--- src/rtl/trap_pkg.sv ---
package trap_pkg;

    typedef enum logic {
        ST_RUN     = 1'b0,
        ST_HANDLER = 1'b1
    } trap_state_e;

    localparam int CAUSE_W = 4;
    localparam int NSTAGE  = 4;
    localparam int NSRC    = 5;

    // Request slots, oldest (highest priority) first
    localparam int SRC_MEM = 0;
    localparam int SRC_EX  = 1;
    localparam int SRC_IRQ = 2;
    localparam int SRC_ID  = 3;
    localparam int SRC_IF  = 4;

    localparam logic [CAUSE_W-1:0] CAUSE_UNDEF = 4'd1;
    localparam logic [CAUSE_W-1:0] CAUSE_OVF   = 4'd2;
    localparam logic [CAUSE_W-1:0] CAUSE_DMEM  = 4'd3;
    localparam logic [CAUSE_W-1:0] CAUSE_IFET  = 4'd4;
    localparam logic [CAUSE_W-1:0] CAUSE_IRQ   = 4'd5;

endpackage

--- src/rtl/trap_arbiter.sv ---
module trap_arbiter #(
    parameter int N = 5
) (
    input  logic [N-1:0] req_i,
    output logic [N-1:0] grant_o,
    output logic         any_o
);
    logic [N:0] blocked;

    assign blocked[0] = 1'b0;

    genvar g;
    generate
        for (g = 0; g < N; g++) begin : g_slot
            assign grant_o[g]   = req_i[g] & ~blocked[g];
            assign blocked[g+1] = blocked[g] | req_i[g];
        end
    endgenerate

    assign any_o = blocked[N];
endmodule

--- src/rtl/trap_vector.sv ---
module trap_vector #(
    parameter int          XLEN        = 32,
    parameter int          CW          = 4,
    parameter logic [31:0] FIXED_ENTRY = 32'h8000_0180,
    parameter logic [31:0] VEC_BASE    = 32'hC000_0000,
    parameter int          VEC_SHIFT   = 5
) (
    input  logic            vec_mode_i,
    input  logic [CW-1:0]   cause_i,
    output logic [XLEN-1:0] target_o
);
    logic [XLEN-1:0] slot;

    always_comb begin
        slot = XLEN'(cause_i) - XLEN'(1);
        if (vec_mode_i) begin
            target_o = XLEN'(VEC_BASE) + (slot << VEC_SHIFT);
        end else begin
            target_o = XLEN'(FIXED_ENTRY);
        end
    end
endmodule

--- src/rtl/trap_csr.sv ---
module trap_csr #(
    parameter int XLEN = 32,
    parameter int CW   = 4
) (
    input  logic            clk,
    input  logic            rst_n,
    input  logic            load_i,
    input  logic [XLEN-1:0] epc_d,
    input  logic [CW-1:0]   cause_d,
    output logic [XLEN-1:0] epc_q,
    output logic [CW-1:0]   cause_q
);
    always_ff @(posedge clk or negedge rst_n) begin
        if (!rst_n) begin
            epc_q   <= '0;
            cause_q <= '0;
        end else if (load_i) begin
            epc_q   <= epc_d;
            cause_q <= cause_d;
        end
    end
endmodule

--- src/rtl/precise_trap_unit.sv ---
module precise_trap_unit
    import trap_pkg::*;
#(
    parameter int          XLEN        = 32,
    parameter int          PC_STEP     = 4,
    parameter logic [31:0] FIXED_ENTRY = 32'h8000_0180,
    parameter logic [31:0] VEC_BASE    = 32'hC000_0000,
    parameter int          VEC_SHIFT   = 5
) (
    input  logic               clk,
    input  logic               rst_n,
    input  logic               vec_mode_i,
    input  logic               if_exc_i,
    input  logic [XLEN-1:0]    if_pc_i,
    input  logic               id_exc_i,
    input  logic [XLEN-1:0]    id_pc_i,
    input  logic               ex_exc_i,
    input  logic [XLEN-1:0]    ex_pc_i,
    input  logic               mem_exc_i,
    input  logic [XLEN-1:0]    mem_pc_i,
    input  logic               irq_i,
    input  logic               eret_i,
    output logic [NSTAGE-1:0]  flush_o,
    output logic               redirect_o,
    output logic [XLEN-1:0]    redirect_pc_o,
    output logic [XLEN-1:0]    epc_o,
    output logic [CAUSE_W-1:0] cause_o,
    output logic               in_handler_o
);
    localparam logic [NSTAGE-1:0] RET_FLUSH = 4'b0011;

    trap_state_e state_q, state_d;

    logic [NSRC-1:0]    req, grant;
    logic               take, ret;
    logic [XLEN-1:0]    src_pc    [NSRC];
    logic [CAUSE_W-1:0] src_cause [NSRC];
    logic [NSTAGE-1:0]  src_flush [NSRC];
    logic [XLEN-1:0]    sel_pc;
    logic [CAUSE_W-1:0] sel_cause;
    logic [NSTAGE-1:0]  sel_flush;
    logic [XLEN-1:0]    handler_pc;

    // Request table, oldest slot first
    assign req[SRC_MEM] = mem_exc_i;
    assign req[SRC_EX]  = ex_exc_i;
    assign req[SRC_IRQ] = irq_i & (state_q == ST_RUN);
    assign req[SRC_ID]  = id_exc_i;
    assign req[SRC_IF]  = if_exc_i;

    assign src_pc[SRC_MEM] = mem_pc_i;
    assign src_pc[SRC_EX]  = ex_pc_i;
    assign src_pc[SRC_IRQ] = ex_pc_i;
    assign src_pc[SRC_ID]  = id_pc_i;
    assign src_pc[SRC_IF]  = if_pc_i;

    assign src_cause[SRC_MEM] = CAUSE_DMEM;
    assign src_cause[SRC_EX]  = CAUSE_OVF;
    assign src_cause[SRC_IRQ] = CAUSE_IRQ;
    assign src_cause[SRC_ID]  = CAUSE_UNDEF;
    assign src_cause[SRC_IF]  = CAUSE_IFET;

    assign src_flush[SRC_MEM] = 4'b1111;
    assign src_flush[SRC_EX]  = 4'b0111;
    assign src_flush[SRC_IRQ] = 4'b0111;
    assign src_flush[SRC_ID]  = 4'b0011;
    assign src_flush[SRC_IF]  = 4'b0001;

    trap_arbiter #(.N(NSRC)) u_arb (
        .req_i   (req),
        .grant_o (grant),
        .any_o   (take)
    );

    // One-hot select of the winning slot
    always_comb begin
        sel_pc    = '0;
        sel_cause = '0;
        sel_flush = '0;
        for (int i = 0; i < NSRC; i++) begin
            if (grant[i]) begin
                sel_pc    = sel_pc | src_pc[i];
                sel_cause = sel_cause | src_cause[i];
                sel_flush = sel_flush | src_flush[i];
            end
        end
    end

    trap_vector #(
        .XLEN        (XLEN),
        .CW          (CAUSE_W),
        .FIXED_ENTRY (FIXED_ENTRY),
        .VEC_BASE    (VEC_BASE),
        .VEC_SHIFT   (VEC_SHIFT)
    ) u_vec (
        .vec_mode_i (vec_mode_i),
        .cause_i    (sel_cause),
        .target_o   (handler_pc)
    );

    trap_csr #(.XLEN(XLEN), .CW(CAUSE_W)) u_csr (
        .clk     (clk),
        .rst_n   (rst_n),
        .load_i  (take),
        .epc_d   (sel_pc + XLEN'(PC_STEP)),
        .cause_d (sel_cause),
        .epc_q   (epc_o),
        .cause_q (cause_o)
    );

    assign ret = (state_q == ST_HANDLER) & eret_i & ~take;

    // State register
    always_ff @(posedge clk or negedge rst_n) begin
        if (!rst_n) begin
            state_q <= ST_RUN;
        end else begin
            state_q <= state_d;
        end
    end

    // Next state and outputs
    always_comb begin
        state_d       = state_q;
        flush_o       = '0;
        redirect_o    = 1'b0;
        redirect_pc_o = '0;
        unique case (state_q)
            ST_RUN: begin
                if (take) begin              // TAKE
                    state_d       = ST_HANDLER;
                    flush_o       = sel_flush;
                    redirect_o    = 1'b1;
                    redirect_pc_o = handler_pc;
                end
            end
            ST_HANDLER: begin
                if (take) begin              // RETAKE
                    state_d       = ST_HANDLER;
                    flush_o       = sel_flush;
                    redirect_o    = 1'b1;
                    redirect_pc_o = handler_pc;
                end else if (ret) begin      // RETURN
                    state_d       = ST_RUN;
                    flush_o       = RET_FLUSH;
                    redirect_o    = 1'b1;
                    redirect_pc_o = epc_o;
                end
            end
        endcase
    end

    assign in_handler_o = (state_q == ST_HANDLER);

endmodule

--- config.mk ---
export PLATFORM = sky130hd
export DESIGN_NAME = precise_trap_unit
export DESIGN_NICKNAME = d
export VERILOG_FILES = /design/src/rtl/trap_pkg.sv /design/src/rtl/trap_arbiter.sv /design/src/rtl/trap_vector.sv /design/src/rtl/trap_csr.sv /design/src/rtl/precise_trap_unit.sv
export SDC_FILE = /design/constraint.sdc
export NUM_CORES = 1
export LEC_CHECK = 0
export ABC_CLOCK_PERIOD_IN_PS = 3600
export BUFFER_PORTS_ARGS = -buffer_cell sky130_fd_sc_hd__clkbuf_2
export CORE_MARGIN = 2
export CORE_UTILIZATION = 40
export CTS_CLUSTER_SIZE = 24
export DETAILED_ROUTE_END_ITERATION = 10
export HOLD_SLACK_MARGIN = 0.15
export PLACE_DENSITY = 0.76
export SYNTH_ARGS = -nofsm -noshare
export SYNTH_HDL_FRONTEND = slang
export SYNTH_HIERARCHICAL = 1
export SYNTH_SLANG_ARGS = --single-unit
--- constraint.sdc ---
create_clock -name clk -period 3.6 [get_ports clk]
set_input_delay 0.36 -clock clk [delete_from_list [all_inputs] [get_ports clk]]
set_output_delay 0.36 -clock clk [all_outputs]
set_load 0.05 [all_outputs]
# Word level (Yosys, flattened, before mapping)
# Cells that the tools add are included.
dict set report classes {
  addsub 3
  n_mul 0
  n_div 0
  magnitude_cmp 0
  eq_ne 0
  shift 0
  muxes 31
  bitwise 21
  reduce_logical 0
}
# op count
set op_table {}
lappend op_table {{2-to-1 mux 32 bit} 9}
lappend op_table {{OR 32 bit} 4}
lappend op_table {{one-hot mux 32 bit (2 select lines)} 1}
lappend op_table {{adder 32 x 3 -> 32 bit (second input constant)} 1}
lappend op_table {{adder 32 bit (first input constant)} 1}
lappend op_table {{2-to-1 mux 3 bit} 4}
lappend op_table {{2-to-1 mux 4 bit} 3}
lappend op_table {{2-to-1 mux 2 bit} 4}
lappend op_table {{one-hot mux 4 bit (2 select lines)} 1}
lappend op_table {{bitwise AND 1 bit} 7}
lappend op_table {{2-to-1 mux 1 bit} 7}
lappend op_table {{NOT 1 bit} 6}
lappend op_table {{OR 1 bit} 4}
lappend op_table {{one-hot mux 1 bit (2 select lines)} 2}
lappend op_table {{subtractor 3 x 1 -> 4 bit (second input constant)} 1}
dict set report word_totals {
  ff_bits 37
  latch_bits 0
  mem_bits_rw 0
  romBits 0
  input_bits 137
  output_inout_bits 74
  word_cells 58
  memories 0
}

# Logic depth before layout (Yosys ltp)
# Gate-level depths: netlist of run 1.
dict set report depth {
  word_depth 12
  ltp_mapped 18
}

# By module
# Netlist of run 1, hierarchy kept.
# mod n_inst cells_per_inst area_per_inst_um2 seq_area_each_um2
set modules_own_cells {}
lappend modules_own_cells {precise_trap_unit 1 296 1953.1 25.0}
lappend modules_own_cells {trap_csr 1 76 1490.2 900.9}
lappend modules_own_cells {trap_vector 1 41 285.3 0.0}
lappend modules_own_cells {trap_arbiter 1 7 55.1 0.0}

# Worst setup path before layout of run 1
# OpenSTA, ideal clock, no wires.
dict set report synth_timing {
  kind {register to register}
  from {reg state_q (netlist: in_handler_o)}
  to {reg u_csr.epc_q[28]}
  setup_time_ps 125
  arrival_time_ps 3653
  path_slack_ps -178
  stages_incl_launch_ff 18
  n_path_buf 4
  synth_period_minus_slack_ps 3778
  path_cell_list {dfrtp_1 -> nor2b_1 -> nor4b_1 -> buf_4 -> buf_4 -> buf_2 -> a222oi_1 -> and2_1 -> inv_1 -> ha_1 -> inv_1 -> a221oi_2 -> nand3_2 -> or4_1 -> buf_2 -> nor4b_2 -> xor2_1 -> mux2_4}
}
dict set report synth_between {
  elab_chain_cells 9
  word_cells_on_any_way 16
}
# item line
set synth_rtl {}
lappend synth_rtl {{start, declared} precise_trap_unit.sv:32} ;# trap_state_e state_q, state_d;
lappend synth_rtl {{start signal, assigned} precise_trap_unit.sv:118} ;# state_q <= state_d;
lappend synth_rtl {{NOT 1 bit *} n/a}
lappend synth_rtl {{bitwise AND 1 bit *} precise_trap_unit.sv:47} ;# assign req[SRC_IRQ] = irq_i & (state_q == ST_RUN);
lappend synth_rtl {{net req[2]} precise_trap_unit.sv:34} ;# logic [NSRC-1:0] req, grant;
lappend synth_rtl {{OR 1 bit *} trap_arbiter.sv:16} ;# assign blocked[g+1] = blocked[g] | req_i[g];
lappend synth_rtl {{NOT 1 bit *} trap_arbiter.sv:15} ;# assign grant_o[g] = req_i[g] & ~blocked[g];
lappend synth_rtl {{bitwise AND 1 bit *} trap_arbiter.sv:15}
lappend synth_rtl {{net grant[3]} precise_trap_unit.sv:34}
lappend synth_rtl {{2-to-1 mux 32 bit *} precise_trap_unit.sv:81} ;# if (grant[i]) begin
lappend synth_rtl {{OR 32 bit} precise_trap_unit.sv:82} ;# sel_pc = sel_pc | src_pc[i];
lappend synth_rtl {{2-to-1 mux 32 bit *} precise_trap_unit.sv:81}
lappend synth_rtl {{adder 32 x 3 -> 32 bit *} precise_trap_unit.sv:105} ;# .epc_d (sel_pc + XLEN'(PC_STEP)),
lappend synth_rtl {{end signal, assigned} trap_csr.sv:18} ;# epc_q <= epc_d;
lappend synth_rtl {{end, declared} trap_csr.sv:10} ;# output logic [XLEN-1:0] epc_q,
# Mark *: on every way through the listed nets, which the timed path passes. The rest lies on a longest branch.
# A chain may end at the register's enable or synchronous reset.

# Worst setup path after layout of run 1
dict set report layout_timing {
  from {reg state_q (netlist: in_handler_o)}
  to {out redirect_pc_o[29]}
}
dict set report layout_between {
  elab_chain_cells 12
  word_cells_on_any_way 23
}
# item line
set layout_rtl {}
lappend layout_rtl {{NOT 1 bit *} n/a}
lappend layout_rtl {{bitwise AND 1 bit *} precise_trap_unit.sv:47}
lappend layout_rtl {{net req[2]} precise_trap_unit.sv:34}
lappend layout_rtl {{OR 1 bit *} trap_arbiter.sv:16}
lappend layout_rtl {{NOT 1 bit *} trap_arbiter.sv:15}
lappend layout_rtl {{bitwise AND 1 bit *} trap_arbiter.sv:15}
lappend layout_rtl {{net grant[3]} precise_trap_unit.sv:34}
lappend layout_rtl {{2-to-1 mux 1 bit *} precise_trap_unit.sv:81}
lappend layout_rtl {{2-to-1 mux 3 bit *} precise_trap_unit.sv:81}
lappend layout_rtl {{net sel_cause[0]} precise_trap_unit.sv:40} ;# logic [CAUSE_W-1:0] sel_cause;
lappend layout_rtl {{subtractor 3 x 1 -> 4 bit *} trap_vector.sv:15} ;# slot = XLEN'(cause_i) - XLEN'(1);
lappend layout_rtl {{adder 32 bit *} trap_vector.sv:17} ;# target_o = XLEN'(VEC_BASE) + (slot << VEC_SHIFT);
lappend layout_rtl {{2-to-1 mux 32 bit *} trap_vector.sv:16} ;# if (vec_mode_i) begin
lappend layout_rtl {{2-to-1 mux 32 bit (on tied branches)} {precise_trap_unit.sv:138, precise_trap_unit.sv:130}}
lappend layout_rtl {{one-hot mux 32 bit (2 select lines) *} precise_trap_unit.sv:128} ;# unique case (state_q)
lappend layout_rtl {{end, declared} precise_trap_unit.sv:25} ;# output logic [XLEN-1:0] redirect_pc_o,
# Marks and branches as above.

==> flow_summary_export.csv, run 1 <==
group,metric,value,unit
status,status,"finished, final reports clean",
routing,wl,13600,um
power_and_ir_drop,p_per_area,319,nW/um^2
die,ios,211,
sta,setup_viol,0,
global_route,grt_pass1_vias,3907,
power_and_ir_drop,ir_worst_vdd,221,uV
layout,stdcell_count,732,
routing,drc,0,
logic_synthesis,synth_edf_count,0,
setup_path,ff2ff_path_depth,10,
setup_path,cp-end-kind,"output pin",
sta,slew_violations,0,
die,rows,35,
placed_design,place_inst,724,
power_and_ir_drop,p_leak,2.60,nW
clocking,cts_sinks,37,
logic_synthesis,netlist-cell-type-count,53,
sta,rsz0062_at_grt,"no",
sta,finalCritPeriodShare,0.926,
run,cap_violations,0,
logic_synthesis,syn-cell-area,3780,sq um
layout,drive_gt1_frac,0.490,
logic_synthesis,synth_top_cells_by_area,"dfrtp_1, mux2_4, a222oi_1",
global_route,grtUsageTotal,0.257,
setup_path,reg2reg_to,"u_csr/epc_q[28]",
placed_design,pre_cts_slack,55.6,ps
min_path,hold_class,"in -> async",
die,start_util,0.411,
sta,finalHoldViolCount,0,
layout,final_nets,759,
routing,ant_nets,0,
layout,num_antenna_cells,0,
global_route,grt_overflow,0,
clocking,cts_max_level,2,
logic_synthesis,synth_seq_cells,37,
routing,dr.max_layer_used,"met4",
sta,worstMarginPinSlew,936,ps
layout,area_growth,33.4,%
routing,dr_total_vias,4182,
clocking,cts_tree,"yes",
clocking,clk_pin_slew,70,ps
logic_synthesis,synthTopCellsByCount,"nand2_1, dfrtp_1, a222oi_1, a22o_1, buf_4",
sta,relSlewSlack,0.376,
sta,timing.fmax,300,MHz
global_route,grt_pass1_wl,20700,um
die,die-height,101,um
global_route,grt_max_degree,46,
clocking,ctsHoldBuffers,0,
routing,dr.pass1.iters,5,
routing,wl_met1,5950,um
die,die_x,101,um
setup_path,critPathMaxFanout,21,
logic_synthesis,synth_ff_type,"dfrtp_1",
logic_synthesis,synthArstFlopShare,1.00,
logic_synthesis,syn_inst,420,
clocking,clk_latency,290,ps
placed_design,dp_hpwl,11000,um
placed_design,io_buffers,210,
logic_synthesis,yosysSeqAreaShare,0.245,
placed_design,gp_congestion,0.965,
logic_synthesis,synth_top_area_cell,"dfrtp_1",
clocking,clockBufferDepth,2,
logic_synthesis,avgSynthCellArea,9.01,sq um
setup_path,crit_type,"reg -> out",
setup_path,worstReg2RegStart,"in_handler_o",
routing,routedWlPerCell,18.6,um
sta,fin_skew,4.62,ps
routing,wl_met2,6360,um
global_route,antenna_found_initial,0,
sta,finalCriticalPeriod,3330,ps
sta,fin_ws,265,ps
clocking,ctsResizeCount,1,
clocking,root_buffer,"clkbuf_8",
die,dieArea,10300,sq um
clocking,post_cts_buffers,0,
setup_path,crit_arrival,2970,ps
logic_synthesis,yosysMostFrequentCell,"nand2_1",
sta,fin_tns_setup,0,ps
logic_synthesis,synth_top_area_frac,0.245,
die,core-area,9200,sq um
routing,drtIter0Drc,320,
setup_path,critPathLaunchType,"flip-flop",
setup_path,required,3240,ps
setup_path,r2r_slack,280,ps
routing,dr_wl_met3,1020,um
clocking,cts-buffers-inserted,5,
routing,vias_per_cell,5.71,
logic_synthesis,yosysWarnings,6,
==> per-stage QoR <==
stage / utilization / hold WS [ps] / power [mW] / instance area, sq um
finish: 0.549 / 205 / 1.61 / 5050
global route: 0.549 / 277 / 1.68 / 5050
CTS: 0.548 / 240 / 1.61 / 5040
detailed placement: 0.536 / 502 / 1.24 / 4920
global placement: 0.536 / 491 / 1.23 / 4920
floorplan: - / 64.4 / 0.998 / 3820
==> cells by family after synthesis <==
kind of cell	Yosys count	synth area share
flops	37	0.245
other cells	3	0.00298
simple gates	107	0.146
compound gates	135	0.280
xor+xnor	25	0.0579
fa+ha+maj	2	0.00661
buf+inv	75	0.125
mux	36	0.137
==> per-layer routing <==
layer / up-vias / global-route usage
met1: 1979 / 0.354
met4: 0 / 0.0863
met2: 213 / 0.418
met3: 19 / 0.0304
li1: 1971 / -
met5: - / 0
==> how the worst max path moves through the flow <==
stage	from	end	slack [ps]
floorplan	in_handler_o	u_csr/epc_q[28]	20
global placement	irq_i	u_csr/epc_q[28]	210
detailed placement	irq_i	u_csr/epc_q[28]	60
CTS	in_handler_o	u_csr/epc_q[28]	80
global route	in_handler_o	u_csr/epc_q[28]	90
finish	in_handler_o	redirect_pc_o[29]	270
==> worst max-delay path, cell delays in order (launching register included) <==
cell	delay [ps]
dfrtp_2	440
nor2b_2	250
nor4b_2	110
buf_4	210
or3_1	390
inv_1	90
ha_1	200
and3_2	470
a22o_1	230
clkbuf_2	280
==> registers in the layout, summed over array words and instances (netlist names) <==
signal,count
u_csr/epc_q,32
u_csr/cause_q,4
in_handler_o,1
==> cell usage in the layout (no fill, tap or decap), drive strengths merged, types with 2 or more instances in the layout <==
master,Yosys,routed
a221oi,2,2
nand3,11,11
nor2b,5,5
inv,17,17
nor3,8,8
xnor2,17,17
buf,43,37
a22oi,11,11
o31ai,3,3
mux2,36,36
nor4,6,6
dfrtp,37,37
o21a,2,2
a21boi,6,6
nand4,4,4
or2,4,4
and2,3,3
a31oi,2,2
a21o,2,2
xor2,8,8
ha,2,2
a21oi,8,8
or4,2,2
nand2,38,38
o221ai,3,3
clkbuf,15,214
nor4b,2,2
o21ai,28,28
conb,3,10
and3,2,2
nor2,13,13
a222oi,32,32
nand2b,6,6
a22o,32,32
==> power by group <==
part           leakage (nW)  internal (mW)  switching [mW]
clock network        0.0585          0.226           0.146
logic                  2.10          0.269           0.463
registers             0.443          0.460          0.0466
==> area by class of cell <==
cell class	count	area, sq um
tap	111	139
multi-input combinational	315	2450
inverter	17	63.8
sequential	37	927
fill	877	4150
timing repair buffer	244	1350
clock inverter	1	30.0
clock buffer	7	86.3
(Power assumes the default switching activity.)
==> run 2: changes to the inputs <==
--- a/config.mk
+++ b/config.mk
@@ -13,6 +13,7 @@
 export DETAILED_ROUTE_END_ITERATION = 10
 export HOLD_SLACK_MARGIN = 0.15
 export PLACE_DENSITY = 0.76
+export REMOVE_ABC_BUFFERS = 1
 export SYNTH_ARGS = -nofsm -noshare
 export SYNTH_HDL_FRONTEND = slang
 export SYNTH_HIERARCHICAL = 1
==> run 2 against run 1 <==
  * Worst setup slack got worse by 55 ps
  * Core utilization decreased by 1.2 points
  * Register-to-register slack got worse by 70 ps
  * Combinational power decreased by 3.0%
  * Sequential power decreased by 1%
  * Clock power decreased by 20%
  * Die area unchanged
  * First-iteration DRC count decreased by 14%
  * Critical endpoint is now u_csr/epc_q[28]
  * Highest routed layer unchanged
==> flow_summary_export.csv, run 2 (synthesized netlist as in run 1, its figures left out) <==
group,metric,value,unit
status,status,"finished, final reports clean",
sta,finalHoldViolCount,0,
setup_path,worstReg2RegStart,"in_handler_o",
layout,drive_gt1_frac,0.482,
placed_design,io_buffers,210,
setup_path,r2r_slack,210,ps
global_route,grt_pass1_vias,3902,
routing,vias_per_cell,5.74,
die,ios,211,
global_route,grt_max_degree,42,
power_and_ir_drop,p_seq_frac,0.333,
setup_path,reg2reg_to,"u_csr/epc_q[28]",
global_route,grt_overflow,0,
placed_design,place_inst,715,
layout,layout_commonest_cell,"clkbuf_2",
clocking,ctsHoldBuffers,0,
layout,largest_register_ffs,32,
layout,final_nets,750,
power_and_ir_drop,power,1.51,mW
power_and_ir_drop,p_leak,2.55,nW
clocking,clockBufferDepth,2,
global_route,grtUsageTotal,0.244,
layout,final_cell_mix,"clkbuf_2, nand2_1, dfrtp_1",
sta,rsz0062_at_grt,"no",
clocking,root_buffer,"clkbuf_8",
sta,slew_violations,0,
sta,finalCriticalPeriod,3390,ps
sta,setup_viol,0,
routing,ant_nets,0,
routing,drtIter0Drc,275,
clocking,ctsResizeCount,0,
layout,area_growth,30.5,%
global_route,antenna_found_initial,0,
die,start_util,0.411,
layout,regMostFlops,"u_csr/epc_q",
power_and_ir_drop,power.net_switching,660,uW
sta,relSlewSlack,0.350,
placed_design,gp_congestion,0.851,
power_and_ir_drop,ir_worst_vdd,133,uV
setup_path,ff2ff_path_depth,13,
placed_design,pre_cts_slack,45.0,ps
run,cap_violations,0,
die,die-height,101,um
power_and_ir_drop,p_int,850,uW
setup_path,required,3770,ps
sta,fin_tns_setup,0,ps
setup_path,critPathMaxFanout,6,
routing,dr_total_vias,4148,
clocking,clk_pin_slew,90,ps
placed_design,place_area,4810,sq um
clocking,cts_max_level,2,
sta,holdWs,202,ps
sta,timing.fmax,295,MHz
layout,final_cell_area,4940,sq um
layout,num_antenna_cells,0,
setup_path,crit_type,"reg -> reg",
sta,fin_skew,10.4,ps
setup_path,crit_arrival,3560,ps
setup_path,startpoint,"in_handler_o",
sta,fin_ws,210,ps
sta,worstMarginPinSlew,975,ps
layout,stdcell_count,723,
die,die_x,101,um
clocking,post_cts_buffers,0,
sta,finalCritPeriodShare,0.942,
routing,wl,13200,um
die,rows,35,
clocking,clk_latency,290,ps
power_and_ir_drop,swShare,0.437,
clocking,cts_tree,"yes",
die,core-area,9200,sq um
routing,drc,0,
die,dieArea,10300,sq um
setup_path,cp-end-kind,"flip-flop",
clocking,cts_sinks,37,
placed_design,dp_hpwl,10500,um
clocking,cts-buffers-inserted,5,
layout,final_util,0.537,
power_and_ir_drop,p_per_area,306,nW/um^2
global_route,grt_pass1_wl,19800,um
power_and_ir_drop,pwr-share-clk,0.197,
power_and_ir_drop,pwr-share-comb,0.470,
routing,dr.pass1.iters,6,
min_path,hold_class,"in -> async",
setup_path,critPathLaunchType,"flip-flop",
routing,routedWlPerCell,18.2,um
## run 2: final cells by class
class | count | area [sq um]
clock buffer | 5 | 68.8
clock inverter | 3 | 17.5
fill | 868 | 4260
inverter | 17 | 63.8
multi-input combinational | 315 | 2470
sequential | 37 | 926
tap | 111 | 139
timing repair buffer | 235 | 1250
## run 2: critical path: stages, from the launching register on
cell and delay [ps]:
dfrtp_1 440, nor2b_2 270, nor3b_4 320, o21ai_0 140, and2_1 190, inv_1 50
ha_1 170, inv_1 60, a221oi_2 300, nand3_2 140, or4_4 510, nor4b_2 320
xor2_1 100, mux2_4 260
## run 2: worst max path at each step
stage	end	slack [ps]	depth (start not counted)
floorplan	u_csr/epc_q[28]	-2770	9
global placement	u_csr/epc_q[28]	190	14
detailed placement	u_csr/epc_q[28]	40	14
CTS	u_csr/epc_q[28]	40	13
global route	u_csr/epc_q[28]	20	13
finish	u_csr/epc_q[28]	210	13
## run 2: power groups by stage
| stage | Combinational [mW] | Clock (mW) | Sequential (mW) |
|---|---|---|---|
| 2_1_floorplan | 0.314 | 0 | 0.658 |
| 3_3_place_gp | 0.695 | 0 | 0.508 |
| 3_5_place_dp | 0.705 | 0 | 0.510 |
| 4_1_cts | 0.707 | 0.307 | 0.502 |
| 5_1_grt | 0.754 | 0.328 | 0.508 |
| 6_report | 0.710 | 0.297 | 0.502 |
## run 2: routing by layer
metal | part of all wire | track usage
met1 | 0.43 | 0.311
met2 | 0.49 | 0.436
met3 | 0.079 | 0.0421
met4 | 0.0084 | 0.0447
met5 | 0 | 0
==> run 3: changes to the inputs <==
--- a/config.mk
+++ b/config.mk
@@ -13,6 +13,7 @@
 export DETAILED_ROUTE_END_ITERATION = 10
 export HOLD_SLACK_MARGIN = 0.15
 export PLACE_DENSITY = 0.76
+export RECOVER_POWER = 100
 export REMOVE_ABC_BUFFERS = 1
 export SYNTH_ARGS = -nofsm -noshare
 export SYNTH_HDL_FRONTEND = slang
==> run 3 against run 2 <==
  * The flow now finishes with violations (max-capacitance violations, max-slew violations)
  * Cell count did not move
  * Sequential share of layout area rose by 0.57 points
  * Via count increased by 0.94%
  * Hold slack gained 150 ps
  * Fmax down 0.12%
  * Non-clock buffer count stayed put
  * Clock power about the same
  * Flip-flop and latch count stayed put
  * Combinational power down 4.6%
==> flow_summary_export.csv, run 3 (synthesized netlist as in run 1, its figures left out) <==
group,metric,value,unit
routing,dr_total_vias,4187,
setup_path,cp-end-kind,"flip-flop",
sta,setup_viol,0,
setup_path,critical_path_buf_inv_count,2,
die,core-area,9200,sq um
setup_path,crit_slowest_cell,"or4_4",
routing,vias_per_cell,5.79,
sta,rsz0062_at_grt,"no",
die,dieArea,10300,sq um
setup_path,max_stage_delay,510,ps
setup_path,crit_arrival,3560,ps
clocking,post_cts_buffers,0,
sta,fin_tns_setup,0,ps
clocking,clk_latency,290,ps
clocking,cts_tree,"yes",
setup_path,worstReg2RegStart,"in_handler_o",
power_and_ir_drop,p_leak,2.33,nW
die,die-height,101,um
die,rows,35,
clocking,clk_pin_slew,90,ps
layout,largest_register_ffs,32,
setup_path,critPathCapture,"u_csr/epc_q[28]",
routing,routedWlPerCell,18.3,um
setup_path,cp_num_cells,13,
layout,final_cell_mix,"clkbuf_2, clkbuf_1, nand2_1",
setup_path,crit_top_cell,"inv_1",
setup_path,crit_type,"reg -> reg",
global_route,grt.busiest_layer,"met2",
setup_path,crit_chain,"nor2b_2 > nor3b_4 > o21ai_0 > and2_1 > inv_1 > ha_1 > inv_1 > a221oi_2 > nand3_2 > or4_4 > nor4b_2 > xor2_1 > mux2_4",
sta,worstMarginPinSlew,2060,ps
run,cap_violations,1,
setup_path,critPathMaxFanout,6,
min_path,hold_class,"in -> reg",
routing,drtIter0Drc,302,
die,ios,211,
placed_design,dp_hpwl,10500,um
power_and_ir_drop,ir_worst_vdd,131,uV
global_route,grt_max_degree,42,
placed_design,place_area,4810,sq um
global_route,antenna_found_initial,0,
setup_path,required,3770,ps
layout,num_antenna_cells,0,
routing,dr.pass1.iters,8,
global_route,met3_usage,0.0421,
setup_path,reg2reg_to,"u_csr/epc_q[28]",
setup_path,path_delay_family,"simple AND/OR/NAND/NOR gates",
die,start_util,0.411,
global_route,grt_use_met2,0.436,
layout,regMostFlops,"u_csr/epc_q",
setup_path,ff2ff_path_depth,13,
status,status,"finished, violations left",
sta,finalCritPeriodShare,0.943,
setup_path,startpoint,"in_handler_o",
sta,fin_skew,8.84,ps
routing,wl,13300,um
global_route,grt_pass1_wl,19800,um
layout,drive_gt1_frac,0.381,
clocking,clockBufferDepth,2,
power_and_ir_drop,p_per_area,308,nW/um^2
layout,final_cell_area,4790,sq um
global_route,grt_overflow,0,
clocking,root_buffer,"clkbuf_8",
sta,slew_violations,38,
clocking,cts_max_level,2,
global_route,grt_util_met1,0.311,
placed_design,io_buffers,210,
placed_design,gp_congestion,0.851,
sta,finalCriticalPeriod,3390,ps
layout,final_nets,750,
clocking,cts_sinks,37,
power_and_ir_drop,power,1.48,mW
layout,area_growth,26.7,%
status,violations,"max-capacitance violations, max-slew violations",
setup_path,critPathLaunchType,"flip-flop",
clocking,cts-buffers-inserted,5,
die,die_x,101,um
routing,ant_nets,0,
layout,final_util,0.521,
global_route,grtUsageTotal,0.244,
sta,relSlewSlack,-0.377,
layout,layout_commonest_cell,"clkbuf_2",
sta,timing.fmax,295,MHz
sta,finalHoldViolCount,0,
routing,drc,0,
global_route,grt_pass1_vias,3902,
setup_path,r2r_slack,210,ps
-- run 3: worst register-to-register path: cells and delay by family (launching register included) --
family / cells / cell delay [ps]
AOI/OAI and AO/OA: 2 / 440
xor gates and xnor gates: 1 / 100
adders and majority gates: 1 / 170
buffers and inverters: 2 / 110
DFF: 1 / 440
muxes: 1 / 260
and+or+nand+nor: 6 / 1760
-- run 3: area by class of cell --
cell class,instances,area [sq um]
timing repair buffer,235,1150
sequential,37,926
clock buffer,5,68.8
tap,111,139
clock inverter,3,17.5
fill,913,4400
multi-input combinational,315,2420
inverter,17,63.8
-- run 3: per-stage QoR --
stage	hold slack, ps	worst slack (ps)	cells
2_1_floorplan	64.4	-2770	369
3_3_place_gp	493	191	715
3_5_place_dp	500	45.0	715
4_1_cts	252	37.8	723
5_1_grt	366	31.5	723
6_report	351	206	723
-- run 3: layer usage --
| metal | share of wire | vias up |
|---|---|---|
| li1 | - | 1949 |
| met1 | 0.42 | 1996 |
| met2 | 0.49 | 231 |
| met3 | 0.080 | 11 |
| met4 | 0.0096 | 0 |
| met5 | 0 | - |
-- run 3: timing repair --
item,CTS,global route
endpoints found under the hold margin,0,0
resized for setup,0,6
setup endpoints to repair,0,8
hold buffers,0,0
-- run 3: report_power, final --
part	leakage [nW]	switching (mW)	internal (mW)
sequential	0.443	0.0410	0.460
combinational	1.84	0.454	0.224
clock	0.0439	0.164	0.134
total	2.33	0.659	0.818
-- run 3: how the worst min path moves through the flow --
stage / end / slack (ps) / start / depth (start not counted)
after floorplan: in_handler_o / 60 / rst_n / 0
after global placement: u_csr/cause_q[0] / 490 / u_csr/cause_q[0] / 1
after detailed placement: u_csr/cause_q[2] / 500 / u_csr/cause_q[2] / 1
after CTS: u_csr/epc_q[14] / 250 / rst_n / 1
after global routing: in_handler_o / 370 / eret_i / 3
final: in_handler_o / 350 / eret_i / 3
